File: src/rtl/flag_alu_pkg.sv
package flag_alu_pkg;

    // Control word layout, most significant field first, so that
    // bit 0 is zero_a and bit 5 is inv_res.
    typedef struct packed {
        logic inv_res;
        logic use_add;
        logic inv_b;
        logic zero_b;
        logic inv_a;
        logic zero_a;
    } alu_ctrl_t;

    localparam int CTRL_W  = $bits(alu_ctrl_t);
    localparam int N_OPNDS = 2;

endpackage

File: src/rtl/fa_operand_cond.sv
module fa_operand_cond #(
    parameter int W = 16
) (
    input  logic [W-1:0] val_i,
    input  logic         zero_i,
    input  logic         inv_i,
    output logic [W-1:0] val_o
);

    logic [W-1:0] gated;

    // Zeroing happens first; complementing is applied to what remains.
    always_comb begin
        gated = zero_i ? '0 : val_i;
        val_o = inv_i ? ~gated : gated;
    end

endmodule

File: src/rtl/fa_core.sv
module fa_core #(
    parameter int W = 16
) (
    input  logic [W-1:0] a_i,
    input  logic [W-1:0] b_i,
    input  logic         use_add_i,
    output logic [W-1:0] y_o
);

    logic [W:0]   sum_full;
    logic [W-1:0] and_word;

    always_comb begin
        sum_full = {1'b0, a_i} + {1'b0, b_i};
        and_word = a_i & b_i;
        // The carry in bit W is dropped here.
        y_o      = use_add_i ? sum_full[W-1:0] : and_word;
    end

endmodule

File: src/rtl/fa_out_stage.sv
module fa_out_stage #(
    parameter int W = 16
) (
    input  logic [W-1:0] core_i,
    input  logic         inv_i,
    output logic [W-1:0] res_o,
    output logic         zero_o,
    output logic         neg_o
);

    logic [W-1:0] final_word;

    always_comb begin
        final_word = inv_i ? ~core_i : core_i;
        res_o      = final_word;
        zero_o     = ~|final_word;
        neg_o      = final_word[W-1];
    end

endmodule

File: src/rtl/flag_alu.sv
module flag_alu
    import flag_alu_pkg::*;
#(
    parameter int W = 16
) (
    input  logic [W-1:0]      opa_i,
    input  logic [W-1:0]      opb_i,
    input  logic [CTRL_W-1:0] ctrl_i,
    output logic [W-1:0]      res_o,
    output logic              zero_o,
    output logic              neg_o
);

    alu_ctrl_t    ctl;
    logic [W-1:0] opnd_raw  [N_OPNDS];
    logic [W-1:0] opnd_cond [N_OPNDS];
    logic         opnd_zero [N_OPNDS];
    logic         opnd_inv  [N_OPNDS];
    logic [W-1:0] core_word;

    always_comb begin
        ctl          = alu_ctrl_t'(ctrl_i);
        opnd_raw[0]  = opa_i;
        opnd_raw[1]  = opb_i;
        opnd_zero[0] = ctl.zero_a;
        opnd_zero[1] = ctl.zero_b;
        opnd_inv[0]  = ctl.inv_a;
        opnd_inv[1]  = ctl.inv_b;
    end

    for (genvar g = 0; g < N_OPNDS; g++) begin : g_opnd
        fa_operand_cond #(.W(W)) u_cond (
            .val_i  (opnd_raw[g]),
            .zero_i (opnd_zero[g]),
            .inv_i  (opnd_inv[g]),
            .val_o  (opnd_cond[g])
        );
    end

    fa_core #(.W(W)) u_core (
        .a_i       (opnd_cond[0]),
        .b_i       (opnd_cond[1]),
        .use_add_i (ctl.use_add),
        .y_o       (core_word)
    );

    fa_out_stage #(.W(W)) u_out (
        .core_i (core_word),
        .inv_i  (ctl.inv_res),
        .res_o  (res_o),
        .zero_o (zero_o),
        .neg_o  (neg_o)
    );

endmodule

File: config.mk
export PLATFORM = sky130hd
export DESIGN_NAME = flag_alu
export DESIGN_NICKNAME = d
export VERILOG_FILES = /design/src/rtl/flag_alu_pkg.sv /design/src/rtl/fa_operand_cond.sv /design/src/rtl/fa_core.sv /design/src/rtl/fa_out_stage.sv /design/src/rtl/flag_alu.sv
export SDC_FILE = /design/constraint.sdc
export NUM_CORES = 1
export LEC_CHECK = 0
export BUFFER_PORTS_ARGS = -buffer_cell sky130_fd_sc_hd__buf_2
export CORE_ASPECT_RATIO = 0.8
export CORE_MARGIN = 2
export CORE_UTILIZATION = 30
export DETAILED_ROUTE_END_ITERATION = 8
export PLACE_DENSITY = 0.53
export SLEW_MARGIN = 5
export SYNTH_ARGS = -nofsm -noshare
export SYNTH_HDL_FRONTEND = slang
export SYNTH_SLANG_ARGS = --single-unit
File: constraint.sdc
create_clock -name vclk -period 3.5
set_input_delay 0.35 -clock vclk [all_inputs]
set_output_delay 0.35 -clock vclk [all_outputs]
set_load 0.02 [all_outputs]
; Yosys cells after proc, flatten, opt, wreduce, memory -nomap -nowiden
; Cells that the tools add are included.
[totals]
ff_bits = 0
inputBits = 38
elab_cells = 13
[classes]
bitwise_logic = 4
add_sub_neg = 1
n_mux = 6
reduce_logical = 2
[op_table]
columns = operator, n
row1 = $mux W16, 6
row2 = $not A16 Y16, 3
row3 = $add A16 B16 Y16, 1
row4 = $and A16 B16 Y16, 1
row5 = $reduce_or A16 Y1, 1
row6 = $logic_not A1 Y1, 1

; Logic depth before layout (Yosys ltp)
; Gate-level depths: netlist of run 1.
[depth]
word_depth = 9
ltp_mapped = 13
depth_no_buf = 12

; Hierarchy
; Synthesis of run 1 repeated with hierarchy kept, for this count alone.
[hier_totals]
hier_cells = 235
area_unflattened_um2 = 2108.3
[by_module_without_submodules]
columns = mod, area_per_inst_um2, instances, cells_each
row1 = fa_core, 978.4, 1, 133
row2 = fa_operand_cond, 432.9, 2, 35
row3 = fa_out_stage, 264.0, 1, 32

; Least setup slack after synthesis of run 1
; OpenSTA, ideal clock, no wires.
[synth_timing]
kind = input-to-output
startpoint = input ctrl_i[1]
endpoint = output zero_o
arrival_time_ns = 3.860
path_slack_ns = -0.710
path_stages = 12
path_buffers = 2
cell_sequence = clkbuf_1 buf_1 xnor2_1 fa_1 a21o_2 a211oi_1 a21oi_1 mux2i_1 xnor2_1 or4_1 or3_1 nor4_2
[synth_between]
elab_chain_len = 7
[synth_lines]
columns = item, line
row1 = from (decl), flag_alu.sv:8  ; input logic [CTRL_W-1:0] ctrl_i,
row2 = $mux W16 *, fa_operand_cond.sv:15  ; val_o = inv_i ? ~gated : gated;
row3 = $add A16 B16 Y16 or $and A16 B16 Y16 (tied branches), "fa_core.sv:14, fa_core.sv:15"
row4 = $mux W16 *, fa_core.sv:17  ; y_o = use_add_i ? sum_full[W-1:0] : and_word;
row5 = $not A16 Y16, fa_out_stage.sv:14  ; final_word = inv_i ? ~core_i : core_i;
row6 = $mux W16 *, fa_out_stage.sv:14
row7 = net res_o[4], flag_alu.sv:9  ; output logic [W-1:0] res_o,
row8 = $reduce_or A16 Y1 *, fa_out_stage.sv:16  ; zero_o = ~|final_word;
row9 = $logic_not A1 Y1 *, fa_out_stage.sv:16
row10 = to (decl), flag_alu.sv:10  ; output logic zero_o,
; Mark *: on every way through the listed nets, which the timed path passes. The rest lies on a longest branch.

; Worst setup path after layout of run 1
[layout_timing]
startpoint = input ctrl_i[0]
endpoint = output zero_o
[layout_between]
elab_chain_len = 9
[layout_lines]
columns = item, line
row1 = $mux W16 *, fa_operand_cond.sv:14  ; gated = zero_i ? '0 : val_i;
row2 = $not A16 Y16, fa_operand_cond.sv:15
row3 = $mux W16 *, fa_operand_cond.sv:15
row4 = $add A16 B16 Y16 or $and A16 B16 Y16 (tied branches), "fa_core.sv:14, fa_core.sv:15"
row5 = $mux W16 *, fa_core.sv:17
row6 = $not A16 Y16, fa_out_stage.sv:14
row7 = $mux W16 *, fa_out_stage.sv:14
row8 = $reduce_or A16 Y1 *, fa_out_stage.sv:16
row9 = $logic_not A1 Y1 *, fa_out_stage.sv:16
; Mark *: on every way between the ends. The rest lies on a longest branch, timed or not.

==> results of run 1 <==
## kinds of logic after synthesis
family,count (synthesis),synth area share
AO/OA/AOI/OAI,51,0.207
XOR/XNOR,57,0.285
adder cells (fa/ha/maj),17,0.126
buffers and inverters,18,0.0429
multiplexers,12,0.0693
AND/OR/NAND/NOR,82,0.270
## worst paths after layout
check	slack, ns	endpoint	startpoint
max	-0.14	zero_o	ctrl_i[0]
min	1.26	res_o[0]	ctrl_i[4]
## tightest hold or removal path: cells and delay by family
| family | cells | cell delay (ns) |
|---|---|---|
| muxes | 1 | 0.11 |
| xor gates and xnor gates | 1 | 0.14 |
| buffers and inverters | 2 | 0.31 |
## routing by layer
| metal | share of wire | wire [um] |
|---|---|---|
| met5 | 0 | 0 |
| met4 | 0.0031 | 15 |
| met3 | 0.049 | 239 |
| met2 | 0.39 | 1880 |
| met1 | 0.56 | 2720 |
## power groups by stage
stage / Combinational, mW / Sequential [mW] / Clock [mW]
floorplan: 0.581 / 0 / 0
finish: 0.949 / 0 / 0
global route: 1.04 / 0 / 0
detailed placement: 0.878 / 0 / 0
CTS: 0.923 / 0 / 0
global placement: 0.872 / 0 / 0
## placed cells by master, fill, tap and decap left out, types with 3 or more instances in the layout
cell and instances:
nand2b_1 26, ha_4 3, nor3_1 7, a21oi_2 3
buf_4 59, a211oi_2 3, xnor2_1 44, a21o_1 6
buf_2 51, inv_1 3, nand2b_4 6, mux2i_1 10
or3_1 4, ha_2 3, a21oi_1 10, ha_1 10
buf_6 5, a211oi_1 3, o211ai_1 4, nor2_1 7
o21ai_0 5, nand2_1 13, xnor2_2 9, nor3b_1 4
## final cells by class
cell class	instances	area, um^2	share of cell area
repair buffers	115	754	0.270
inverters	4	15.0	0.00537
multi-input cells	219	1930	0.690
well taps	78	97.6	0.0349
## stage by stage
| stage | std cells | TNS, ns | util | cell area [um^2] | power (mW) |
|---|---|---|---|---|---|
| final | 416 | -0.138 | 0.503 | 2800 | 0.949 |
| after global routing | 416 | -0.302 | 0.503 | 2800 | 1.04 |
| after CTS | 415 | -0.159 | 0.493 | 2740 | 0.923 |
| after detailed placement | 407 | -0.277 | 0.464 | 2580 | 0.878 |
| after global placement | 407 | -0.260 | 0.464 | 2580 | 0.872 |
| after floorplan | 237 | -0.0456 | - | 1930 | 0.581 |
## repair_timing
| item | in CTS | in global routing |
|---|---|---|
| setup buffers | 8 | 1 |
| resized for setup | 16 | 13 |
| pin swaps | 23 | 7 |
| endpoints found under the setup margin | 2 | 6 |
==> reports/results.tsv, run 1 <==
metric	value	unit
detail_route.first_pass.iterations	4	
min_period	3.64	ns
grt_max_degree	20	
final_critical_path_setup_slack	-0.138	ns
final.period_utilization	1.04	
startpoint_type	primary input	
yosys.cell_types.count	48	
worst-endpoint-required	3.15	ns
setup_violations	1	
finalWeightedCongestion	0.851	
std_cell_rows	24	
routed_wirelength	4850	um
grt_pass1_wl	8050	um
post_route_cells_drive_above_1_share	0.467	
cp-end-kind	primary output	
finalHoldViolCount	0	
power_report.internal_total	0.485	mW
clockBufferCount	0	
drc	0	
netlist_area	1750	um^2
avgSynthCellArea	7.39	um^2
worst_path_max_delay_cell	or4_1	
critical_path_s_largest_stage_delay	0.51	ns
cp_max_fo	6	
maxSlewViolCount	0	
overall_die_height	72.3	um
globalRouteOverflowTotal	0	
register_area	0	um^2
cpMostUsedCell	buf_6	
signed_area_change_from_the_synthesized_netlist_to_the_final_layout	59.7	%
path_class	primary input to primary output	
synth_top_cells_by_count	55 x xnor2_1, 32 x nand2b_1, 16 x ha_1, 13 x a21oi_1, 13 x nand2_1	
power_switching_share	0.489	
worst_slew_margin_rel	0.710	
vias_per_cell	4.56	
maxCapViolations	0	
final_nets	395	
global_route.peak_usage_layer	met1	
antennaDiodeCount	0	
globalRouteTotalUtil	0.151	
pwr-share-clk	0	
powerDensity	340	nW/um^2
unrepaired_setup_endpoints_after_global_routing	yes	
dr_total_vias	1896	
synth.top_cell.area_share	0.275	
preCtsSetupSlack	-0.275	ns
number_of_antenna_violations_at_the_first_check_in_global_routing	0	
layout.sequential_cells	0	
core	5560	um^2
port-buffer-count	56	
grt.met2_usage	0.225	
fmax	0.275	GHz
ports	56	
chipWidth	89.4	um
use_met1	0.254	
synthesis.nets	292	
start_util	0.315	
cp_num_buf_inv	3	
tightest_slew	0.435	ns
violated_checks	setup timing	
grt_pass1_vias	1713	
worst_hold_path.num_cells	4	
synth.largest_area_cell	xnor2_1	
yosys_warnings	0	
grt.met3_usage	0.00114	
yosys.cell_count.top_type	xnor2_1	
cp.depth	14	
post_synth_inst_count	237	
worst-endpoint-arrival	3.29	ns
layout.filler_cells	563	
switching_component_of_the_power	0.464	mW
postCtsHoldBufs	0	
critical_path.top_delay_family	simple AND/OR/NAND/NOR gates	
leakagePower	1.29	nW
power.combinational.fraction	1.000	
power.sequential.fraction	0	
fin_worst_hold_slack	1.26	ns
irDropWorstVdd	0.0846	mV
seq_area_frac_synth	0	
die-area	6470	um^2
final_antenna_net_count	0	
worst_hold_path_type	primary input to primary output	
place_hpwl	4110	um
synth.area.top_cells	xnor2_1 28%, ha_1 11%, nand2b_1 11%	
status	finished, violations left	
timing.critical_path.cells	buf_6, buf_6, nand2b_4, xnor2_4, fa_2, a21o_2, a211oi_2, a21oi_1, mux2i_1, xnor2_2, or4_1, or3_4, nor4_4, buf_4	
wl_per_cell	11.7	um
dr.first_iter.drc_count	116	
(Power assumes the default switching activity.)
==> run 2, diff against run 1 <==
==> constraint.sdc (replaced) <==
create_clock -name vclk -period 3.5
set_input_delay 0.175 -clock vclk [all_inputs]
set_output_delay 0.175 -clock vclk [all_outputs]
set_load 0.02 [all_outputs]
==> run 2 against run 1 <==
The run now ends clean. Largest power group unchanged. Critical path type unchanged. Combinational power shrank 23%. Worst setup slack better by 0.33 ns. Power fell by 23%. Global-route usage down 2.1 points. Hold slack worse by 0.37 ns. Non-clock buffer count decreased by 47.
==> reports/results.tsv, run 2 (synthesis results as in run 1) <==
metric	value	unit	change
setup_violations	0		-1
worst_slew_margin_rel	0.676		-0.0338
fmax	0.303	GHz	+10%
place_hpwl	3720	um	-9.5%
wl_per_cell	11.5	um	-1.6%
final_nets	348		-12%
timing.critical_path.cells	buf_2, nand2b_1, xnor2_1, ha_1, fa_2, a21o_2, a211oi_1, a21oi_1, mux2i_1, xnor2_1, or4_1, or3_4, nor4_4, buf_4		
leading_cell_type_in_the_layout_fill_and_taps_excluded	buf_2		
final.period_utilization	0.944		-0.0951
cpMostUsedCell	xnor2_1		
status	complete, no violations		
powerDensity	334	nW/um^2	-1.7%
layout.sequential_cells	0		unchanged
std_cell_rows	24		unchanged
finalHoldViolCount	0		unchanged
setup_tns	0	ns	+0.138 ns
core	5560	um^2	unchanged
final_critical_path_setup_slack	0.194	ns	+0.333 ns
die-area	6470	um^2	unchanged
post_route_cells_drive_above_1_share	0.282		-0.186
globalRouteOverflowTotal	0		unchanged
antennaDiodeCount	0		unchanged
critical_path_s_largest_stage_delay	0.50	ns	about the same
cts_resized	0		-16
ports	56		unchanged
postCtsHoldBufs	0		unchanged
post_cts_buffers	0		-8
cp_max_fo	5		-1
final_antenna_net_count	0		unchanged
vias_per_cell	4.60		+0.85%
number_of_antenna_violations_at_the_first_check_in_global_routing	0		unchanged
signed_area_change_from_the_synthesized_netlist_to_the_final_layout	25.4	%	
min_period	3.31	ns	-0.333 ns
dr_total_vias	1696		-11%
path_class	primary input to primary output		
maxCapViolations	0		unchanged
chipWidth	89.4	um	unchanged
grt_max_degree	24		+20%
crit_path_end	zero_o		
unrepaired_setup_endpoints_after_global_routing	no		
port-buffer-count	56		unchanged
irDropWorstVdd	0.0817	mV	-3.4%
worst-endpoint-required	3.32	ns	+0.17 ns
cp-end-kind	primary output		
clockBufferCount	0		unchanged
worst_path_max_delay_cell	or4_1		
start_util	0.315		unchanged
tightest_slew	0.485	ns	+0.0507 ns
dr.first_iter.drc_count	89		-23%
preCtsSetupSlack	0.0848	ns	+0.359 ns
grt_pass1_vias	1442		-16%
startpoint_type	primary input		
overall_die_height	72.3	um	unchanged
leakagePower	0.960	nW	-26%
maxSlewViolCount	0		unchanged
worst_hold_path_type	primary input to primary output		
detail_route.first_pass.iterations	4		unchanged
worst-endpoint-arrival	3.13	ns	-0.16 ns
drc	0		unchanged
grt_pass1_wl	7020	um	-13%
worstSetupStartpoint	ctrl_i[2]		
mostFrequentLayoutCells	55 x buf_2, 54 x xnor2_1, 32 x nand2b_1		
globalRouteTotalUtil	0.130		-0.0206
routed_wirelength	4230	um	-13%
register_area	0	um^2	unchanged
finalWeightedCongestion	0.842		-1.1%
==> run 2: changes by cell type in the layout (fill, tap and decap cells not counted), sizes merged <==
| cell | before | now |
|---|---|---|
| buf | 115 | 68 |
==> run 2: where the power goes <==
| group | total (mW) | internal, mW | switching, mW | leakage, nW |
|---|---|---|---|---|
| Clock | 0 | 0 | 0 | 0 |
| Sequential | 0 | 0 | 0 | 0 |
| Combinational | 0.733 | 0.326 | 0.407 | 0.960 |
| Total | 0.733 | 0.326 | 0.407 | 0.960 |
==> run 2: critical path, delay by kind of cell <==
kind / cells / cell delay [ns]
AND/OR/NAND/NOR: 4 / 1.13
adder cells (fa/ha/maj): 2 / 0.59
AO/OA/AOI/OAI: 3 / 0.48
XOR/XNOR: 2 / 0.25
buffers and inverters: 2 / 0.29
multiplexers: 1 / 0.23
==> run 2: area by class of cell <==
cell class / instances / area, um^2
fill: 594 / 3360
inverter: 4 / 15.0
multi-input combinational: 219 / 1710
tap: 78 / 97.6
timing repair buffer: 68 / 373
==> run 2: per-layer routing <==
| layer | vias to the layer above | global-route usage | wire length (um) |
|---|---|---|---|
| met5 | - | 0 | 0 |
| met4 | 0 | 0 | 0 |
| met3 | 0 | 0.00114 | 249 |
| met2 | 53 | 0.175 | 1470 |
| met1 | 700 | 0.234 | 2510 |
| li1 | 943 | - | - |
==> run 2: metrics by stage <==
step	hold WS (ns)	area, um^2	std cells	power (mW)	util
after floorplan	0.670	1770	237	0.540	-
after global placement	0.893	2170	369	0.723	0.390
after detailed placement	0.902	2170	369	0.725	0.390
after CTS	0.901	2170	369	0.729	0.390
after global routing	0.919	2200	369	0.807	0.395
final	0.894	2200	369	0.733	0.395
==> run 2: worst min-delay path by stage <==
stage               from        end  slack [ns]  cells past startpoint
2_1_floorplan  ctrl_i[5]   res_o[0]        0.67                      2
3_3_place_gp   ctrl_i[5]   res_o[9]        0.89                      3
3_5_place_dp   ctrl_i[5]   res_o[9]        0.90                      3
4_1_cts        ctrl_i[5]   res_o[9]        0.90                      3
5_1_grt        ctrl_i[5]  res_o[13]        0.92                      3
6_report       ctrl_i[5]   res_o[8]        0.89                      3
==> run 3, diff against run 2 <==
- CORE_UTILIZATION: 30 -> 50
- PLACE_DENSITY: 0.53 -> 0.81
==> run 3 against run 2 <==
Highest routed layer unchanged. Non-clock buffer count fell by 4. Die area decreased by 38%. Fmax down 0.97%. Sequential cell count unchanged.
==> reports/results.tsv, run 3 (synthesis results as in run 1) <==
metric	value	unit	change
status	complete, no violations		
final_nets	344		-1.1%
path_class	primary input to primary output		
powerDensity	337	nW/um^2	+1.0%
startpoint_type	primary input		
leading_cell_type_in_the_layout_fill_and_taps_excluded	buf_2		
timing.critical_path.cells	buf_2, nand2b_1, xnor2_1, ha_1, fa_2, a211o_2, a21o_1, o211ai_2, a211oi_1, o2111a_1, nor3_4, mux2i_1, nor4_4, buf_4		
detail_route.first_pass.iterations	4		unchanged
maxCapViolations	0		unchanged
dp.cells	328		-11%
signed_area_change_from_the_synthesized_netlist_to_the_final_layout	21.4	%	
worst-endpoint-arrival	3.16	ns	+0.03 ns
final_antenna_net_count	0		unchanged
mostFrequentLayoutCells	55 x buf_2, 54 x xnor2_1, 32 x nand2b_1		
fmax	0.300	GHz	-0.97%
globalRouteOverflowTotal	0		unchanged
core	3400	um^2	-39%
post_route_cells_drive_above_1_share	0.275		-0.00653
overall_die_height	56.9	um	-21%
grt_pass1_wl	6610	um	-5.8%
drc	0		unchanged
dr_total_vias	1769		+4.3%
number_of_antenna_violations_at_the_first_check_in_global_routing	0		unchanged
final_core_utilization	0.625		+0.230
final_cell_count_no_fill	329		-11%
register_area	0	um^2	unchanged
tightest_slew	0.481	ns	-0.00433 ns
start_util	0.515		+0.200
place_hpwl	3440	um	-7.6%
grt_max_degree	24		unchanged
std_cell_rows	19		-21%
worst_path_max_delay_cell	fa_2		
die-area	3990	um^2	-38%
final_critical_path_setup_slack	0.162	ns	-0.0323 ns
chipWidth	70.2	um	-22%
port-buffer-count	56		unchanged
setup_violations	0		unchanged
cp-end-kind	primary output		
setup_tns	0	ns	unchanged
antennaDiodeCount	0		unchanged
cp_num_buf_inv	2		unchanged
critical_path_s_largest_stage_delay	0.37	ns	-0.13 ns
total_power	0.717	mW	-2.3%
routed_wirelength	3880	um	-8.2%
layout.filler_cells	322		-46%
cp_max_fo	4		-1
leakagePower	0.939	nW	-2.2%
worst_hold_path_type	primary input to primary output		
postCtsHoldBufs	0		unchanged
worst_slew_margin_rel	0.679		+0.00289
wl_per_cell	11.8	um	+3.0%
vias_per_cell	5.38		+17%
finalHoldViolCount	0		unchanged
ports	56		unchanged
dr.first_iter.drc_count	67		-25%
critical_path.top_delay_family	compound AO/OA/AOI/OAI gates		
min_period	3.34	ns	+0.0323 ns
layout.sequential_cells	0		unchanged
maxSlewViolCount	0		unchanged
preCtsSetupSlack	0.0829	ns	-0.00189 ns
worst-endpoint-required	3.32	ns	about the same
irDropWorstVdd	0.123	mV	+50%
globalRouteTotalUtil	0.192		+0.0619
grt_pass1_vias	1494		+3.6%
final.period_utilization	0.954		+0.00924
finalWeightedCongestion	0.890		+5.7%
clockBufferCount	0		unchanged
-- run 3: cell count changes in the layout (fill, tap and decap cells not counted), sizes merged --
| cell | previous run | this run |
|---|---|---|
| buf | 68 | 64 |
-- run 3: path summary, 6_finish.rpt --
kind	endpoint	cells after the start	startpoint
worst max-delay path	zero_o	14	ctrl_i[2]
worst min-delay path	res_o[13]	3	ctrl_i[5]
-- run 3: repair_timing --
item,CTS,global route
resized for setup,0,7
hold endpoints to repair,0,0
buffers inserted,0,1
endpoints found under the setup margin,0,1
-- run 3: power breakdown --
group | leakage, nW | switching, mW | total [mW] | internal (mW)
combinational | 0.939 | 0.404 | 0.717 | 0.313
clock | 0 | 0 | 0 | 0
sequential | 0 | 0 | 0 | 0
-- run 3: per-stage QoR --
step           cell area, um^2  hold WS, ns
4_1_cts                   2080        0.892
3_5_place_dp              2080        0.892
2_1_floorplan             1770        0.670
5_1_grt                   2120        0.912
3_3_place_gp              2080        0.890
6_report                  2120        0.890
-- run 3: worst min-delay path: cells and delay by family --
family / cells / cell delay, ns
buf+inv: 2 / 0.37
xor+xnor: 1 / 0.17
-- run 3: cell type report --
type	instances	area [um^2]	share of cell area
Tap cell	42	52.6	0.0247
Timing Repair Buffer	64	343	0.161
Multi-Input combinational cell	219	1710	0.807
Inverter	4	15.0	0.00707
-- run 3: per-layer routing --
metal	track usage	wire, um
met5	0	0
met4	0	0
met3	0.00539	264
met2	0.301	1620
met1	0.309	2000
